$ cat src/rtl/rtc_pkg.sv
`timescale 1ns/1ps
package rtc_pkg;
  localparam int RTC_ADDR_W    = 6;
  localparam int RTC_DATA_W    = 8;
  localparam int RTC_TIME_REGS = 7;
  localparam int RTC_CTRL_ADDR = 7;
  localparam logic [7:0] RTC_CTRL_MASK = 8'hB3;
  localparam int RTC_FAIL_BIT  = 5;
endpackage

$ cat src/rtl/rtc_pointer.sv
`timescale 1ns/1ps
module rtc_pointer #(
  parameter int ADDR_W = 6
) (
  input  logic              clk,
  input  logic              rst,
  input  logic              wr_start,
  input  logic              wr_byte,
  input  logic [ADDR_W-1:0] addr_in,
  input  logic              rd_byte,
  output logic [ADDR_W-1:0] ptr,
  output logic              data_wr,
  output logic              wrap
);
  logic expect_addr;
  logic advance;

  assign data_wr = wr_byte && !expect_addr;
  assign advance = data_wr || rd_byte;
  assign wrap    = advance && (ptr == {ADDR_W{1'b1}});

  always_ff @(posedge clk) begin
    if (rst) begin
      ptr         <= '0;
      expect_addr <= 1'b0;
    end else if (wr_start) begin
      expect_addr <= 1'b1;
    end else if (wr_byte && expect_addr) begin
      ptr         <= addr_in;
      expect_addr <= 1'b0;
    end else if (advance) begin
      ptr <= ptr + 1'b1;
    end
  end

  assert_ptr_step_R3: assert property (@(posedge clk) disable iff (rst)
    (advance && !wr_start) |=> ptr == $past(ptr) + 1'b1);
  assert_addr_load_R2: assert property (@(posedge clk) disable iff (rst)
    (wr_byte && expect_addr && !wr_start) |=> ptr == $past(addr_in));
endmodule

$ cat src/rtl/rtc_ctrl_merge.sv
`timescale 1ns/1ps
module rtc_ctrl_merge #(
  parameter int         DATA_W   = 8,
  parameter logic [7:0] MASK     = 8'hB3,
  parameter int         FAIL_BIT = 5
) (
  input  logic [DATA_W-1:0] cur,
  input  logic [DATA_W-1:0] wdata,
  input  logic              wr,
  input  logic              fail_set,
  output logic [DATA_W-1:0] nxt,
  output logic              upd
);
  localparam logic [DATA_W-1:0] FAIL_M = DATA_W'(1) << FAIL_BIT;
  localparam logic [DATA_W-1:0] KEEP_M = DATA_W'(MASK);
  logic [DATA_W-1:0] written;

  always_comb begin
    written = ((wdata & KEEP_M) & ~FAIL_M) | (wdata & cur & FAIL_M);
    nxt     = (wr ? written : cur) | (fail_set ? FAIL_M : '0);
    upd     = wr || fail_set;
  end
endmodule

$ cat src/rtl/rtc_store.sv
`timescale 1ns/1ps
module rtc_store #(
  parameter int         ADDR_W    = 6,
  parameter int         DATA_W    = 8,
  parameter int         TIME_REGS = 7,
  parameter int         CTRL_ADDR = 7,
  parameter logic [7:0] CTRL_MASK = 8'hB3
) (
  input  logic                        clk,
  input  logic                        rst,
  input  logic                        capture,
  input  logic [TIME_REGS*DATA_W-1:0] cal_time,
  input  logic                        we,
  input  logic [ADDR_W-1:0]           waddr,
  input  logic [DATA_W-1:0]           wdata,
  input  logic                        ctrl_we,
  input  logic [DATA_W-1:0]           ctrl_nxt,
  input  logic [ADDR_W-1:0]           raddr,
  output logic [DATA_W-1:0]           rdata,
  output logic [DATA_W-1:0]           ctrl_q
);
  localparam int DEPTH = 1 << ADDR_W;
  logic [DATA_W-1:0] regs [DEPTH];

  always_ff @(posedge clk) begin
    if (rst) begin
      for (int i = 0; i < DEPTH; i++) regs[i] <= '0;
    end else begin
      for (int i = 0; i < DEPTH; i++) begin
        if (i < TIME_REGS) begin
          if (capture) regs[i] <= cal_time[i*DATA_W +: DATA_W];
        end else if (i == CTRL_ADDR) begin
          if (ctrl_we) regs[i] <= ctrl_nxt;
        end else if (we && waddr == ADDR_W'(i)) begin
          regs[i] <= wdata;
        end
      end
    end
  end

  assign rdata  = regs[raddr];
  assign ctrl_q = regs[CTRL_ADDR];

  assert_shadow_load_R4: assert property (@(posedge clk) disable iff (rst)
    capture |=> regs[0] == $past(cal_time[DATA_W-1:0]));
  assert_shadow_hold_R5: assert property (@(posedge clk) disable iff (rst)
    !capture |=> regs[TIME_REGS-1] == $past(regs[TIME_REGS-1]));
  assert_ctrl_mask_R7: assert property (@(posedge clk) disable iff (rst)
    ctrl_we |=> (regs[CTRL_ADDR] & ~DATA_W'(CTRL_MASK)) == '0);
endmodule

$ cat src/rtl/rtc_regfile.sv
`timescale 1ns/1ps
module rtc_regfile
  import rtc_pkg::*;
#(
  parameter int ADDR_W    = RTC_ADDR_W,
  parameter int DATA_W    = RTC_DATA_W,
  parameter int TIME_REGS = RTC_TIME_REGS,
  parameter int CTRL_ADDR = RTC_CTRL_ADDR,
  parameter int FAIL_BIT  = RTC_FAIL_BIT,
  localparam int SEL_W    = $clog2(TIME_REGS)
) (
  input  logic                        clk,
  input  logic                        rst,
  input  logic                        wr_start,
  input  logic                        rd_start,
  input  logic                        wr_byte,
  input  logic [DATA_W-1:0]           wr_data,
  input  logic                        rd_byte,
  output logic [DATA_W-1:0]           rd_data,
  input  logic                        osc_fail_set,
  input  logic [TIME_REGS*DATA_W-1:0] cal_time,
  output logic                        cal_wr_en,
  output logic [SEL_W-1:0]            cal_wr_sel,
  output logic [DATA_W-1:0]           cal_wr_data
);
  logic [ADDR_W-1:0] ptr;
  logic              data_wr, wrap;
  logic              is_time, is_ctrl;
  logic [DATA_W-1:0] ctrl_q, ctrl_nxt;
  logic              ctrl_upd;

  rtc_pointer #(.ADDR_W(ADDR_W)) u_ptr (
    .clk(clk), .rst(rst), .wr_start(wr_start), .wr_byte(wr_byte),
    .addr_in(wr_data[ADDR_W-1:0]), .rd_byte(rd_byte),
    .ptr(ptr), .data_wr(data_wr), .wrap(wrap)
  );

  assign is_time = ptr < ADDR_W'(TIME_REGS);
  assign is_ctrl = ptr == ADDR_W'(CTRL_ADDR);

  rtc_ctrl_merge #(.DATA_W(DATA_W), .MASK(RTC_CTRL_MASK), .FAIL_BIT(FAIL_BIT)) u_ctrl (
    .cur(ctrl_q), .wdata(wr_data), .wr(data_wr && is_ctrl),
    .fail_set(osc_fail_set), .nxt(ctrl_nxt), .upd(ctrl_upd)
  );

  rtc_store #(
    .ADDR_W(ADDR_W), .DATA_W(DATA_W), .TIME_REGS(TIME_REGS),
    .CTRL_ADDR(CTRL_ADDR), .CTRL_MASK(RTC_CTRL_MASK)
  ) u_store (
    .clk(clk), .rst(rst), .capture(rd_start || wrap), .cal_time(cal_time),
    .we(data_wr && !is_time && !is_ctrl), .waddr(ptr), .wdata(wr_data),
    .ctrl_we(ctrl_upd), .ctrl_nxt(ctrl_nxt),
    .raddr(ptr), .rdata(rd_data), .ctrl_q(ctrl_q)
  );

  always_ff @(posedge clk) begin
    if (rst) begin
      cal_wr_en   <= 1'b0;
      cal_wr_sel  <= '0;
      cal_wr_data <= '0;
    end else begin
      cal_wr_en <= data_wr && is_time;
      if (data_wr && is_time) begin
        cal_wr_sel  <= ptr[SEL_W-1:0];
        cal_wr_data <= wr_data;
      end
    end
  end

  assert_strobe_excl_R3: assert property (@(posedge clk) disable iff (rst)
    $onehot0({wr_start, rd_start, wr_byte, rd_byte}));
  assert_cal_sel_R6: assert property (@(posedge clk) disable iff (rst)
    cal_wr_en |-> cal_wr_sel < SEL_W'(TIME_REGS));
  assert_cal_pulse_R6: assert property (@(posedge clk) disable iff (rst)
    cal_wr_en |=> !cal_wr_en || $past(wr_byte));
  assert_fail_source_R8: assert property (@(posedge clk) disable iff (rst)
    $rose(ctrl_q[FAIL_BIT]) |-> $past(osc_fail_set));
endmodule

$ cat config.mk
export PLATFORM = sky130hd
export DESIGN_NAME = rtc_regfile
export DESIGN_NICKNAME = d
export VERILOG_FILES = /design/src/rtl/rtc_pkg.sv /design/src/rtl/rtc_pointer.sv /design/src/rtl/rtc_ctrl_merge.sv /design/src/rtl/rtc_store.sv /design/src/rtl/rtc_regfile.sv
export SDC_FILE = /design/constraint.sdc
export NUM_CORES = 1
export LEC_CHECK = 0
export ABC_AREA = 1
export BUFFER_PORTS_ARGS = -buffer_cell sky130_fd_sc_hd__buf_2
export CORE_ASPECT_RATIO = 1.5
export CORE_MARGIN = 4
export CORE_UTILIZATION = 60
export CTS_CLUSTER_DIAMETER = 60
export CTS_CLUSTER_SIZE = 20
export DETAILED_ROUTE_END_ITERATION = 10
export GPL_ROUTABILITY_DRIVEN = 0
export HOLD_SLACK_MARGIN = 0.02
export PLACE_DENSITY = 0.82
export SLEW_MARGIN = 20
export SYNTH_ARGS = -nofsm -noshare
export SYNTH_HDL_FRONTEND = slang
export SYNTH_HIERARCHICAL = 1
export SYNTH_SLANG_ARGS = --single-unit
$ cat constraint.sdc
create_clock -name clk -period 5.5 [get_ports clk]
set_input_delay 1.1 -clock clk [delete_from_list [all_inputs] [get_ports clk]]
set_output_delay 1.1 -clock clk [all_outputs]
set_load 0.02 [all_outputs]
==> metrics.yaml <==
num-nets-final: 2512
final_common_cell: "nand2_1"
tightestPinTransition_ns: 1.19
period_share_pct: 86.1
switchingPower_uw: 2000
rrSetupSlack_ns: 1.78
wl_mm: 59.8
antenna_found_initial: 2
finalSetupViolCount: 0
port_buffers: 90
clkSlewWorstSetupHoldPaths_ns: 0.08
pwr-share-comb_pct: 12.0
drive_above_1_share_pct: 9.05
worstSetupPathType: "reg -> out"
netlist_instances: 2417
setup.worst_path.start_class: "flip-flop"
wl_per_cell_um: 20.2
max_cap_viol_count: 0
grt_max_degree: 268
clk_latency_ns: 0.60
post-dp-hpwl_mm: 37.4
p_per_area_nw_per_um2: 314
cts_resized: 0
diodes: 0
gr-usage-all-layers_pct: 27.3
tritoncts: "built"
final_core_util_pct: 64.7
final_cell_mix: "nand2_1 (741), edfxtp_1 (512), nand3_1 (441)"
finalNonFillerCells: 2954
drt_iter0_drc: 2326
start_util_pct: 60.6
clockBufferDepth: 3
hold_viol_final: 0
ys_seq_elements: 531
fmax_mhz: 211
cp-end-kind: "output pin"
die_h_um: 252
numClockSinks: 531
syn_nets: 2489
yosysWarnings: 6
route.antenna.remaining_nets: 0
p_leak_uw: 0.0101
grt_pass1_wl_mm: 91.0
swShare_pct: 25.0
rows: 89
syn_area_per_cell_um2: 9.86
postPlaceCellArea_um2: 24500
rsz0062_at_grt: "false"
final-max-slew-violation-count: 0
synth_cell_types: 29
synth.cell_area_um2: 23800
status: "finished, final reports clean"
worstPathRequired_ns: 4.40
cts_made_buffers: 31
path_max_fanout: 148
seq_power_share_pct: 59.1
p_int_uw: 6000
fp.coreArea_um2: 39300
syn2layout_area_growth_pct: 6.76
die_x_um: 171
ios: 91
clock_power_share_pct: 28.9
cp.arrival_ns: 3.64
grt_pass1_vias: 17200
irDropWorstVdd_mv: 0.289
cts_root_buf: "clkbuf_16"
skew_ns: 0.0183
post_cts_buffers: 0
grt_overflow: 0
cts_htree_levels: 1
viasPerCell: 5.98
die_area_um2: 43000
drc: 0
ys_seq_area_share_pct: 66.1
first_pass_iters: 5
stdcell_area_um2: 25400
fin_setup_tns_ns: 0
ctsHoldBuffers: 0
place_inst: 2906
post-route-min-period_ns: 4.74
via_count: 17700
hold_path.class: "reg -> reg"
slew_headroom_pct: 20.1
## power groups by stage
stage | combinational, µW | sequential (µW) | clock (µW)
after detailed placement | 932 | 4820 | 0
after global routing | 1040 | 4750 | 2510
final | 958 | 4730 | 2310
after floorplan | 636 | 4810 | 0
after global placement | 906 | 4810 | 0
after CTS | 938 | 4730 | 2340
## flip-flops by register name, summed over array words and instances, names as in the netlist
name / cells
u_ptr/expect_addr: 1
cal_wr_sel: 3
u_store/regs: 512
cal_wr_en: 1
u_ptr/ptr: 6
cal_wr_data: 8
## synth_stat cells
cell type,n,area [µm²]
nand2_1,742,2790
dfxtp_1,19,380
a21oi_1,9,45.0
nor3_2,1,10.0
or2_0,1,6.26
ha_1,1,12.5
buf_1,7,26.3
clkinv_1,8,30.0
nand3_1,441,2210
inv_4,1,6.26
nand2_4,1,11.3
inv_2,3,11.3
buf_4,30,225
or2_2,3,18.8
o31ai_1,1,7.51
nand4_1,1,6.26
nor2_2,2,12.5
inv_1,128,480
nor2_1,335,1260
buf_6,7,78.8
nor2_4,3,33.8
nor3_4,1,16.3
nor3_1,2,10.0
edfxtp_1,512,15400
nor4_1,1,6.26
nand2_2,19,119
clkbuf_1,28,105
o21ai_0,36,180
buf_2,74,370
## worst max-delay path: stages (launching register included)
cell and delay (ns):
dfxtp_4 0.38, clkinv_4 0.80, buf_12 0.55, nand2_1 0.09, nand3_1 0.06, nand3_1 0.15, nand2_1 0.10, nand2_1 0.18
nand3_1 0.11, nand3_1 0.18, nand2_1 0.14, buf_2 0.19
## logic make-up after synthesis
kind of cell	count (synthesis)	share of synthesized area [%]
DFF	531	66.1
adders and majority gates	1	0.0525
buffers and inverters	286	5.60
and+or+nand+nor	1553	27.3
AOI/OAI and AO/OA	46	0.976
## metrics by stage
| step | hold WS, ns | setup slack, ns | total power (µW) |
|---|---|---|---|
| 4_1_cts | 0.486 | 0.837 | 8010 |
| 3_3_place_gp | 0.458 | 1.44 | 5720 |
| 6_report | 0.484 | 0.764 | 8000 |
| 5_1_grt | 0.518 | 0.664 | 8290 |
| 2_1_floorplan | 0.478 | 2.49 | 5440 |
| 3_5_place_dp | 0.470 | 1.49 | 5750 |
## final timing paths
check / from / cells past startpoint / endpoint
worst max-delay path: u_ptr/ptr[0]$_SDFFE_PP0P_ / 11 / rd_data[1]
worst min-delay path: cal_wr_data[3]$_SDFFE_PP0P_ / 2 / cal_wr_data[3]$_SDFFE_PP0P_
worst min register to register: cal_wr_data[3]$_SDFFE_PP0P_ / 2 / cal_wr_data[3]$_SDFFE_PP0P_
worst max register to register: u_ptr/ptr[1]$_SDFFE_PP0P_ / 7 / u_store/regs[46][5]$_DFFE_PP_
## cell type report
type	count	area, µm²
Clock buffer	41	813
Tap cell	500	626
Multi-Input combinational cell	1600	6770
Clock inverter	6	72.6
Fill cell	2966	13900
Timing Repair Buffer	136	870
Inverter	140	532
Sequential cell	531	15800
## layer usage
metal	part of all wire [%]	up-vias	global-route usage (%)	routed length (µm)
met5	0.050	-	0	30
met4	7.2	4	17.3	4290
met3	8.9	273	3.82	5320
met2	51	1101	46.9	30200
met1	33	8229	32.0	19900
li1	-	8064	-	-
(Power assumes the default switching activity.)
